$ cat src/rtl/opbyp_pkg.sv
package opbyp_pkg;
  localparam int unsigned LANE_W = 8;
  localparam int unsigned N_STG  = 2;
endpackage

$ cat src/rtl/opbyp_rdy_track.sv
module opbyp_rdy_track #(
  parameter int unsigned N_SIDE = 2,
  parameter int unsigned TAG_W  = 4,
  localparam int unsigned N_SLOT = N_SIDE * opbyp_pkg::N_STG
) (
  input  logic                    clk,
  input  logic                    rst_n,
  input  logic [N_SLOT-1:0]       pr_vld,
  input  logic [N_SLOT-1:0]       pr_rdy,
  input  logic [N_SLOT*TAG_W-1:0] pr_tag,
  output logic [N_SLOT-1:0]       rdy_old
);
  logic [N_SLOT-1:0]       seen_q, seen_d;
  logic [N_SLOT*TAG_W-1:0] tag_q;

  assign seen_d = pr_vld & pr_rdy;

  always_ff @(posedge clk or negedge rst_n) begin
    if (!rst_n) seen_q <= '0;
    else        seen_q <= seen_d;
  end

  for (genvar s = 0; s < N_SLOT; s++) begin : g_tag
    always_ff @(posedge clk or negedge rst_n) begin
      if (!rst_n)          tag_q[s*TAG_W +: TAG_W] <= '0;
      else if (seen_d[s])  tag_q[s*TAG_W +: TAG_W] <= pr_tag[s*TAG_W +: TAG_W];
    end
  end

  always_comb begin
    for (int s = 0; s < int'(N_SLOT); s++) begin
      rdy_old[s] = 1'b0;
      for (int q = 0; q < int'(N_SLOT); q++) begin
        if ((q % int'(N_SIDE)) == (s % int'(N_SIDE)) && seen_q[q] &&
            tag_q[q*TAG_W +: TAG_W] == pr_tag[s*TAG_W +: TAG_W])
          rdy_old[s] = pr_vld[s] & pr_rdy[s];
      end
    end
  end
endmodule

$ cat src/rtl/opbyp_lane_pick.sv
module opbyp_lane_pick #(
  parameter int unsigned N_SIDE    = 2,
  parameter int unsigned REG_W     = 6,
  parameter int unsigned CONS_SIDE = 0,
  localparam int unsigned N_SLOT = N_SIDE * opbyp_pkg::N_STG,
  localparam int unsigned LW     = opbyp_pkg::LANE_W
) (
  input  logic [REG_W-1:0]        src_reg,
  input  logic [N_SLOT-1:0]       pr_vld,
  input  logic [N_SLOT-1:0]       pr_lane_en,
  input  logic [N_SLOT-1:0]       pr_rdy,
  input  logic [N_SLOT-1:0]       pr_rdy_old,
  input  logic [N_SLOT*REG_W-1:0] pr_dst,
  input  logic [N_SLOT*LW-1:0]    pr_byte,
  input  logic [LW-1:0]           rf_byte,
  output logic [LW-1:0]           lane_out,
  output logic                    lane_wait
);
  logic          hit, usable;
  logic [LW-1:0] pick;

  // lowest priority first, later hits overwrite earlier ones
  always_comb begin
    hit    = 1'b0;
    usable = 1'b1;
    pick   = rf_byte;
    for (int st = int'(opbyp_pkg::N_STG) - 1; st >= 0; st--) begin
      for (int sd = 0; sd < int'(N_SIDE); sd++) begin
        if (pr_vld[st*int'(N_SIDE)+sd] && pr_lane_en[st*int'(N_SIDE)+sd] &&
            pr_dst[(st*int'(N_SIDE)+sd)*int'(REG_W) +: REG_W] == src_reg) begin
          hit    = 1'b1;
          pick   = pr_byte[(st*int'(N_SIDE)+sd)*int'(LW) +: LW];
          usable = (sd == int'(CONS_SIDE)) ? pr_rdy[st*int'(N_SIDE)+sd]
                                           : pr_rdy_old[st*int'(N_SIDE)+sd];
        end
      end
    end
    lane_out  = pick;
    lane_wait = hit & ~usable;
  end
endmodule

$ cat src/rtl/opbyp_operand.sv
module opbyp_operand #(
  parameter int unsigned N_SIDE    = 2,
  parameter int unsigned REG_W     = 6,
  parameter int unsigned DATA_W    = 64,
  parameter int unsigned CONS_SIDE = 0,
  localparam int unsigned N_SLOT = N_SIDE * opbyp_pkg::N_STG,
  localparam int unsigned LW     = opbyp_pkg::LANE_W,
  localparam int unsigned LANES  = DATA_W / LW
) (
  input  logic [REG_W-1:0]         src_reg,
  input  logic [DATA_W-1:0]        rf_word,
  input  logic [N_SLOT-1:0]        pr_vld,
  input  logic [N_SLOT-1:0]        pr_rdy,
  input  logic [N_SLOT-1:0]        pr_rdy_old,
  input  logic [N_SLOT*REG_W-1:0]  pr_dst,
  input  logic [N_SLOT*LANES-1:0]  pr_ben,
  input  logic [N_SLOT*DATA_W-1:0] pr_data,
  output logic [DATA_W-1:0]        word_out,
  output logic                     word_wait
);
  logic [LANES-1:0] lane_wait;

  for (genvar b = 0; b < LANES; b++) begin : g_lane
    logic [N_SLOT-1:0]    en_b;
    logic [N_SLOT*LW-1:0] byte_b;
    for (genvar s = 0; s < N_SLOT; s++) begin : g_slot
      assign en_b[s]              = pr_ben[s*LANES + b];
      assign byte_b[s*LW +: LW]   = pr_data[s*DATA_W + b*LW +: LW];
    end
    opbyp_lane_pick #(.N_SIDE(N_SIDE), .REG_W(REG_W), .CONS_SIDE(CONS_SIDE)) pick_i (
      .src_reg   (src_reg),
      .pr_vld    (pr_vld),
      .pr_lane_en(en_b),
      .pr_rdy    (pr_rdy),
      .pr_rdy_old(pr_rdy_old),
      .pr_dst    (pr_dst),
      .pr_byte   (byte_b),
      .rf_byte   (rf_word[b*LW +: LW]),
      .lane_out  (word_out[b*LW +: LW]),
      .lane_wait (lane_wait[b])
    );
  end

  assign word_wait = |lane_wait;
endmodule

$ cat src/rtl/opbyp_merge.sv
module opbyp_merge #(
  parameter int unsigned N_SIDE = 2,
  parameter int unsigned N_SRC  = 3,
  parameter int unsigned REG_W  = 6,
  parameter int unsigned TAG_W  = 4,
  parameter int unsigned DATA_W = 64,
  localparam int unsigned N_SLOT = N_SIDE * opbyp_pkg::N_STG,
  localparam int unsigned N_OP   = N_SIDE * N_SRC,
  localparam int unsigned LANES  = DATA_W / opbyp_pkg::LANE_W
) (
  input  logic                     clk,
  input  logic                     rst_n,
  input  logic [N_OP-1:0]          rd_en,
  input  logic [N_OP*REG_W-1:0]    rd_reg,
  input  logic [N_OP*DATA_W-1:0]   rd_rf,
  input  logic [N_SLOT-1:0]        pr_vld,
  input  logic [N_SLOT*REG_W-1:0]  pr_dst,
  input  logic [N_SLOT*LANES-1:0]  pr_ben,
  input  logic [N_SLOT*DATA_W-1:0] pr_data,
  input  logic [N_SLOT-1:0]        pr_rdy,
  input  logic [N_SLOT*TAG_W-1:0]  pr_tag,
  output logic [N_OP*DATA_W-1:0]   opnd,
  output logic                     stall
);
  logic [N_SLOT-1:0] rdy_old;
  logic [N_OP-1:0]   op_wait;

  opbyp_rdy_track #(.N_SIDE(N_SIDE), .TAG_W(TAG_W)) track_i (
    .clk    (clk),
    .rst_n  (rst_n),
    .pr_vld (pr_vld),
    .pr_rdy (pr_rdy),
    .pr_tag (pr_tag),
    .rdy_old(rdy_old)
  );

  for (genvar sd = 0; sd < N_SIDE; sd++) begin : g_side
    for (genvar sr = 0; sr < N_SRC; sr++) begin : g_src
      localparam int unsigned K = sd*N_SRC + sr;
      opbyp_operand #(.N_SIDE(N_SIDE), .REG_W(REG_W), .DATA_W(DATA_W),
                      .CONS_SIDE(sd)) op_i (
        .src_reg   (rd_reg[K*REG_W +: REG_W]),
        .rf_word   (rd_rf[K*DATA_W +: DATA_W]),
        .pr_vld    (pr_vld),
        .pr_rdy    (pr_rdy),
        .pr_rdy_old(rdy_old),
        .pr_dst    (pr_dst),
        .pr_ben    (pr_ben),
        .pr_data   (pr_data),
        .word_out  (opnd[K*DATA_W +: DATA_W]),
        .word_wait (op_wait[K])
      );
    end
  end

  assign stall = |(op_wait & rd_en);
endmodule

$ cat config.mk
export PLATFORM = sky130hd
export DESIGN_NAME = opbyp_merge
export DESIGN_NICKNAME = d
export VERILOG_FILES = /design/src/rtl/opbyp_pkg.sv /design/src/rtl/opbyp_rdy_track.sv /design/src/rtl/opbyp_lane_pick.sv /design/src/rtl/opbyp_operand.sv /design/src/rtl/opbyp_merge.sv
export SDC_FILE = /design/constraint.sdc
export NUM_CORES = 2
export LEC_CHECK = 0
export BUFFER_PORTS_ARGS = -buffer_cell sky130_fd_sc_hd__buf_4
export CAP_MARGIN = 20
export CORE_AREA = 5 5 446 448
export CTS_CLUSTER_DIAMETER = 200
export DETAILED_ROUTE_END_ITERATION = 7
export DIE_AREA = 0 0 451 453
export GPL_TIMING_DRIVEN = 0
export REMOVE_ABC_BUFFERS = 1
export SLEW_MARGIN = 20
export SYNTH_ARGS = -nofsm -noshare
export SYNTH_HDL_FRONTEND = slang
export SYNTH_SLANG_ARGS = --single-unit
$ cat constraint.sdc
create_clock -name clk -period 3.3 [get_ports clk]
set_input_delay 0.33 -clock clk [delete_from_list [all_inputs] [get_ports clk]]
set_output_delay 0.33 -clock clk [all_outputs]
set_load 0.01 [all_outputs]
### Yosys cells after proc, flatten, opt, wreduce, memory -nomap -nowiden

Cells that the tools add are included.

| word-level totals | value |
|---|---|
| register bits | 20 |
| bits of input ports | 764 |
| output and inout bits | 385 |
| logic and storage cells | 962 |

| cells by class | value |
|---|---|
| eq/ne operators | 32 |
| multiplexer cells | 584 |
| bitwise operators | 102 |
| reductions and logical operators | 239 |

Operator list:

| kind | count |
|---|---|
| $mux W8 | 192 |
| $mux W1 | 392 |
| $logic_and A1 B1 Y1 | 232 |
| $eq A6 B6 Y1 | 24 |
| $and A1 B1 Y1 | 52 |
| $not A1 Y1 | 48 |
| $reduce_or A8 Y1 | 6 |
| $eq A4 B4 Y1 | 8 |
| $and A6 B6 Y6 | 1 |
| $reduce_or A6 Y1 | 1 |
| $and A4 B4 Y4 | 1 |

### Longest topological paths before layout

| depth | value |
|---|---|
| word-level depth | 13 |
| depth in mapped cells | 12 |
| depth with buffers taken out | 10 |

### Cells and area by module

A second synthesis with hierarchy kept.

| second synthesis, totals | value |
|---|---|
| cell total of the unflattened synthesis | 5,396 |
| area, all modules | 39,545.4 sq um |

Modules (own cells, without submodules):

| module | instances | cells each | area each (sq um) | seq. area each (sq um) |
|---|---|---|---|---|
| opbyp_lane_pick | 48 | 110 | 797.0 | 0.0 |
| opbyp_rdy_track | 1 | 94 | 1,163.6 | 500.5 |
| opbyp_operand | 6 | 3 | 16.3 | 0.0 |
| opbyp_merge | 1 | 4 | 27.5 | 0.0 |

### Worst setup path before layout

OpenSTA, ideal clock, no wires.

| path | value |
|---|---|
| kind | input port to output port |
| start | input port pr_dst[23] |
| end | output port stall |
| data arrival time | 2.669 ns |
| setup slack | 0.301 ns |
| stages | 9 |
| path buffers | 2 |
| path through | clkbuf_1 > xor2_1 > or4_4 > or3_1 > buf_6 > a311o_1 > a2111o_1 > o31ai_1 > nand4_1 |

| on the way | value |
|---|---|
| word-level cells in the longest chain between the ends | 10 |

Ends and longest elaborated chain:

| what | RTL line | RTL |
|---|---|---|
| from (decl) | opbyp_merge.sv:17 | `input logic [N_SLOT*REG_W-1:0] pr_dst,` |
| $eq A6 B6 Y1 | opbyp_lane_pick.sv:30 | `pr_dst[(st*int'(N_SIDE)+sd)*int'(REG_W) +: REG_W] == src_reg) begin` |
| $logic_and A1 B1 Y1 | opbyp_lane_pick.sv:29 | `if (pr_vld[st*int'(N_SIDE)+sd] && pr_lane_en[st*int'(N_SIDE)+sd] &&` |
| $mux W1 (3 in series) | opbyp_lane_pick.sv:29 |  |
| $not A1 Y1 | opbyp_lane_pick.sv:39 | `lane_wait = hit & ~usable;` |
| $and A1 B1 Y1 | opbyp_lane_pick.sv:39 |  |
| $reduce_or A8 Y1 | opbyp_operand.sv:44 | `assign word_wait = \|lane_wait;` |
| $and A6 B6 Y6 * | opbyp_merge.sv:56 | `assign stall = \|(op_wait & rd_en);` |
| $reduce_or A6 Y1 * | opbyp_merge.sv:56 |  |
| to (decl) | opbyp_merge.sv:23 | `output logic stall` |

Mark *: on every way between the ends. The rest lies on a longest branch, timed or not.

### Worst setup path in the final report

| path | value |
|---|---|
| start | input port pr_dst[18] |
| end | output port stall |

Same word-level chain as after synthesis.

==> flow_summary.json <==
{
  "synth.most_common_cell": "nand2_1",
  "holdCritStartpoint": "pr_tag[9]",
  "ys_warn_count": 0,
  "antenna_found_initial": 239,
  "syn2layout_area_growth_pct": 81.6,
  "min_to": "track_i.tag_q[9]",
  "synth_top_cells_by_area": "mux2i_1 (23%), a211oi_1 (12%), nand2_1 (9.5%)",
  "wl_um": 267000,
  "nFillCells": 22155,
  "worstReg2RegStart": "track_i.tag_q[1]",
  "worst_pin_slew_ns": 0.879,
  "hold_violations": 0,
  "slew_headroom": 0.413,
  "drv_cap": 0,
  "path_class": "in2out",
  "cts_root_buf": "clkbuf_16",
  "rrSetupSlack_ns": 2.48,
  "clk_latency_ns": 0.26,
  "dp_hpwl_um": 229000,
  "grt_max_degree": 30,
  "drc": 0,
  "yosysTopAreaCell": "mux2i_1",
  "row_count": 162,
  "vias_per_cell": 4.77,
  "timing.critical_path.arrival_ns": 3.14,
  "coreArea_mm2": 0.194,
  "finalNetCount": 5292,
  "synth-edff-count": 0,
  "fin_crit_ns": 3.47,
  "cts_max_path_buffers": 2,
  "finalWeightedCongestion": 0.986,
  "path_max_fanout": 18,
  "ys_types": 56,
  "final_util": 0.185,
  "clkTransAtPathRegs_ns": 0.06,
  "io_pins": 1149,
  "start_util": 0.102,
  "power_density_mw_per_mm2": 125,
  "place_ws_ns": -1.82,
  "regArea_um2": 500,
  "rsz0062_at_grt": "yes",
  "finalSetupViolCount": 2,
  "netlist.area_leader.share": 0.226,
  "gr-total-overflow": 0,
  "holdCritPathClass": "in2reg",
  "fmax_mhz": 288,
  "min_period_over_period": 1.05,
  "holdPathStages": 2,
  "rr_endpoint": "track_i.tag_q[1]",
  "wire_per_inst_um": 37.2,
  "violations": "setup timing",
  "ys.flop_type": "dfrtp_1",
  "synthArstFlopShare": 1.00,
  "die_w_um": 451,
  "dieArea_mm2": 0.204,
  "die_y_um": 453,
  "cp.required_ns": 2.97,
  "outcome": "finished, violations left",
  "seq_area_frac_synth": 0.0253,
  "setup_slack_ns": -0.174,
  "drive_gt1_frac": 0.386,
  "cts.sinks": 20,
  "io_buffers": 1148,
  "drtPass1Iterations": 7,
  "htreeDepth": 1,
  "grt_use_total": 0.244,
  "skew_ns": 0,
  "cts_buffers": 3,
  "netlist_area_mm2": 0.0198,
  "multiInputGateArea_mm2": 0.0199,
  "worstRegToRegCells": 1,
  "grt_first_pass_wirelength_um": 333000,
  "syn_inst": 3280,
  "max-vdd-ir-drop_mv": 0.139,
  "ys_top_cells_by_count": "nand2_1 (499), mux2i_1 (448), nor2_1 (428)",
  "leakage_nw": 13.3,
  "route.antenna.remaining_nets": 0,
  "drtIter0Drc": 4197,
  "synth_seq_cells": 20,
  "end_kind": "output pin",
  "via_count": 34225,
  "cp-start-kind": "input port",
  "startpoint": "pr_dst[18]",
  "cts_tree": "yes",
  "syn-mean-instance-area_um2": 6.04,
  "slew_viol_final": 0,
  "grt_pass1_vias": 31224
}
-- state kept, by name, summed over array words and instances (netlist names) --
name	cells
track_i.seen_q	4
track_i.tag_q	16
-- kinds of logic (layout without fill, tap and decap cells) --
group | count (synthesis) | count (layout) | synth area share
buffers and inverters | 233 | 1480 | 0.0463
multiplexers | 464 | 464 | 0.236
AND/OR/NAND/NOR | 1177 | 1177 | 0.257
AO/OA/AOI/OAI | 1210 | 1210 | 0.358
XOR/XNOR | 176 | 176 | 0.0779
flip-flops | 20 | 20 | 0.0253
other | 0 | 99 | 0
-- area by class of cell --
| class | instances | area share |
|---|---|---|
| tap | 2542 | 0.0884 |
| multi-input combinational | 3027 | 0.554 |
| timing repair buffer | 1464 | 0.333 |
| antenna | 99 | 0.00689 |
| clock buffer | 4 | 0.00247 |
| sequential | 20 | 0.0139 |
| inverter | 12 | 0.00125 |
-- worst max-delay path, stage by stage --
cell      delay (ns)
buf_4           0.17
xor2_1          0.19
nor2_4          0.51
nand3_4         0.37
nor2_1          0.18
nor2_1          0.07
a221oi_2        0.60
or3_1           0.28
o41ai_2         0.10
nand4_1         0.13
buf_6           0.18
-- how the worst max path moves through the flow --
stage / end
after floorplan: stall
after global placement: stall
after detailed placement: stall
after CTS: stall
after global routing: stall
final: stall
-- cell usage in the layout (no fill, tap or decap), types with 12 or more instances in the layout --
cell type,n
or3_4,15
mux2i_1,447
diode_2,99
o21ai_1,111
nor3_2,29
nor2_4,89
buf_4,1328
nor2_1,356
dfrtp_1,20
nand3_4,19
xnor2_1,78
buf_8,33
inv_1,12
buf_6,63
nand4_1,34
nand3b_1,13
nor2_2,28
o21ai_0,345
mux2_2,16
nand2_1,483
buf_12,37
a211oi_1,318
nand3_1,37
a21oi_1,348
xor2_1,88
-- where the power goes --
| group | internal [W] | switching (W) | leakage (nW) | total [W] |
|---|---|---|---|---|
| clock | 0.000185 | 0.0000938 | 0.0448 | 0.000279 |
| sequential | 0.000277 | 0.0000336 | 0.239 | 0.000311 |
| combinational | 0.00167 | 0.00223 | 13.0 | 0.00391 |
-- stage by stage --
stage          area (um2)  hold slack [ns]  cells  TNS [ns]  power, W
4_1_cts             34800            0.336   7024    -0.276   0.00438
2_1_floorplan       18900           0.0344   3059         0   0.00150
6_report            36000            0.342   7168    -0.187   0.00450
3_5_place_dp        32500            0.239   6870   -268.40   0.00394
5_1_grt             35900            0.346   7124    -0.348   0.00467
3_3_place_gp        30700            0.237   6749   -523.87   0.00386
-- per-layer routing --
metal	share of wire	global-route usage
met5	0.0031	0
met4	0.076	0.145
met3	0.10	0.0866
met2	0.45	0.401
met1	0.36	0.273
-- timing repair --
action | in CTS | in global routing
hold endpoints to repair | 20 | 0
resized for setup | 174 | 98
endpoints found under the setup margin | 381 | 57
pin swaps | 78 | 34
hold buffers | 1 | 0
buffers inserted | 149 | 45
Note: power is estimated with default switching activity, not from simulation.
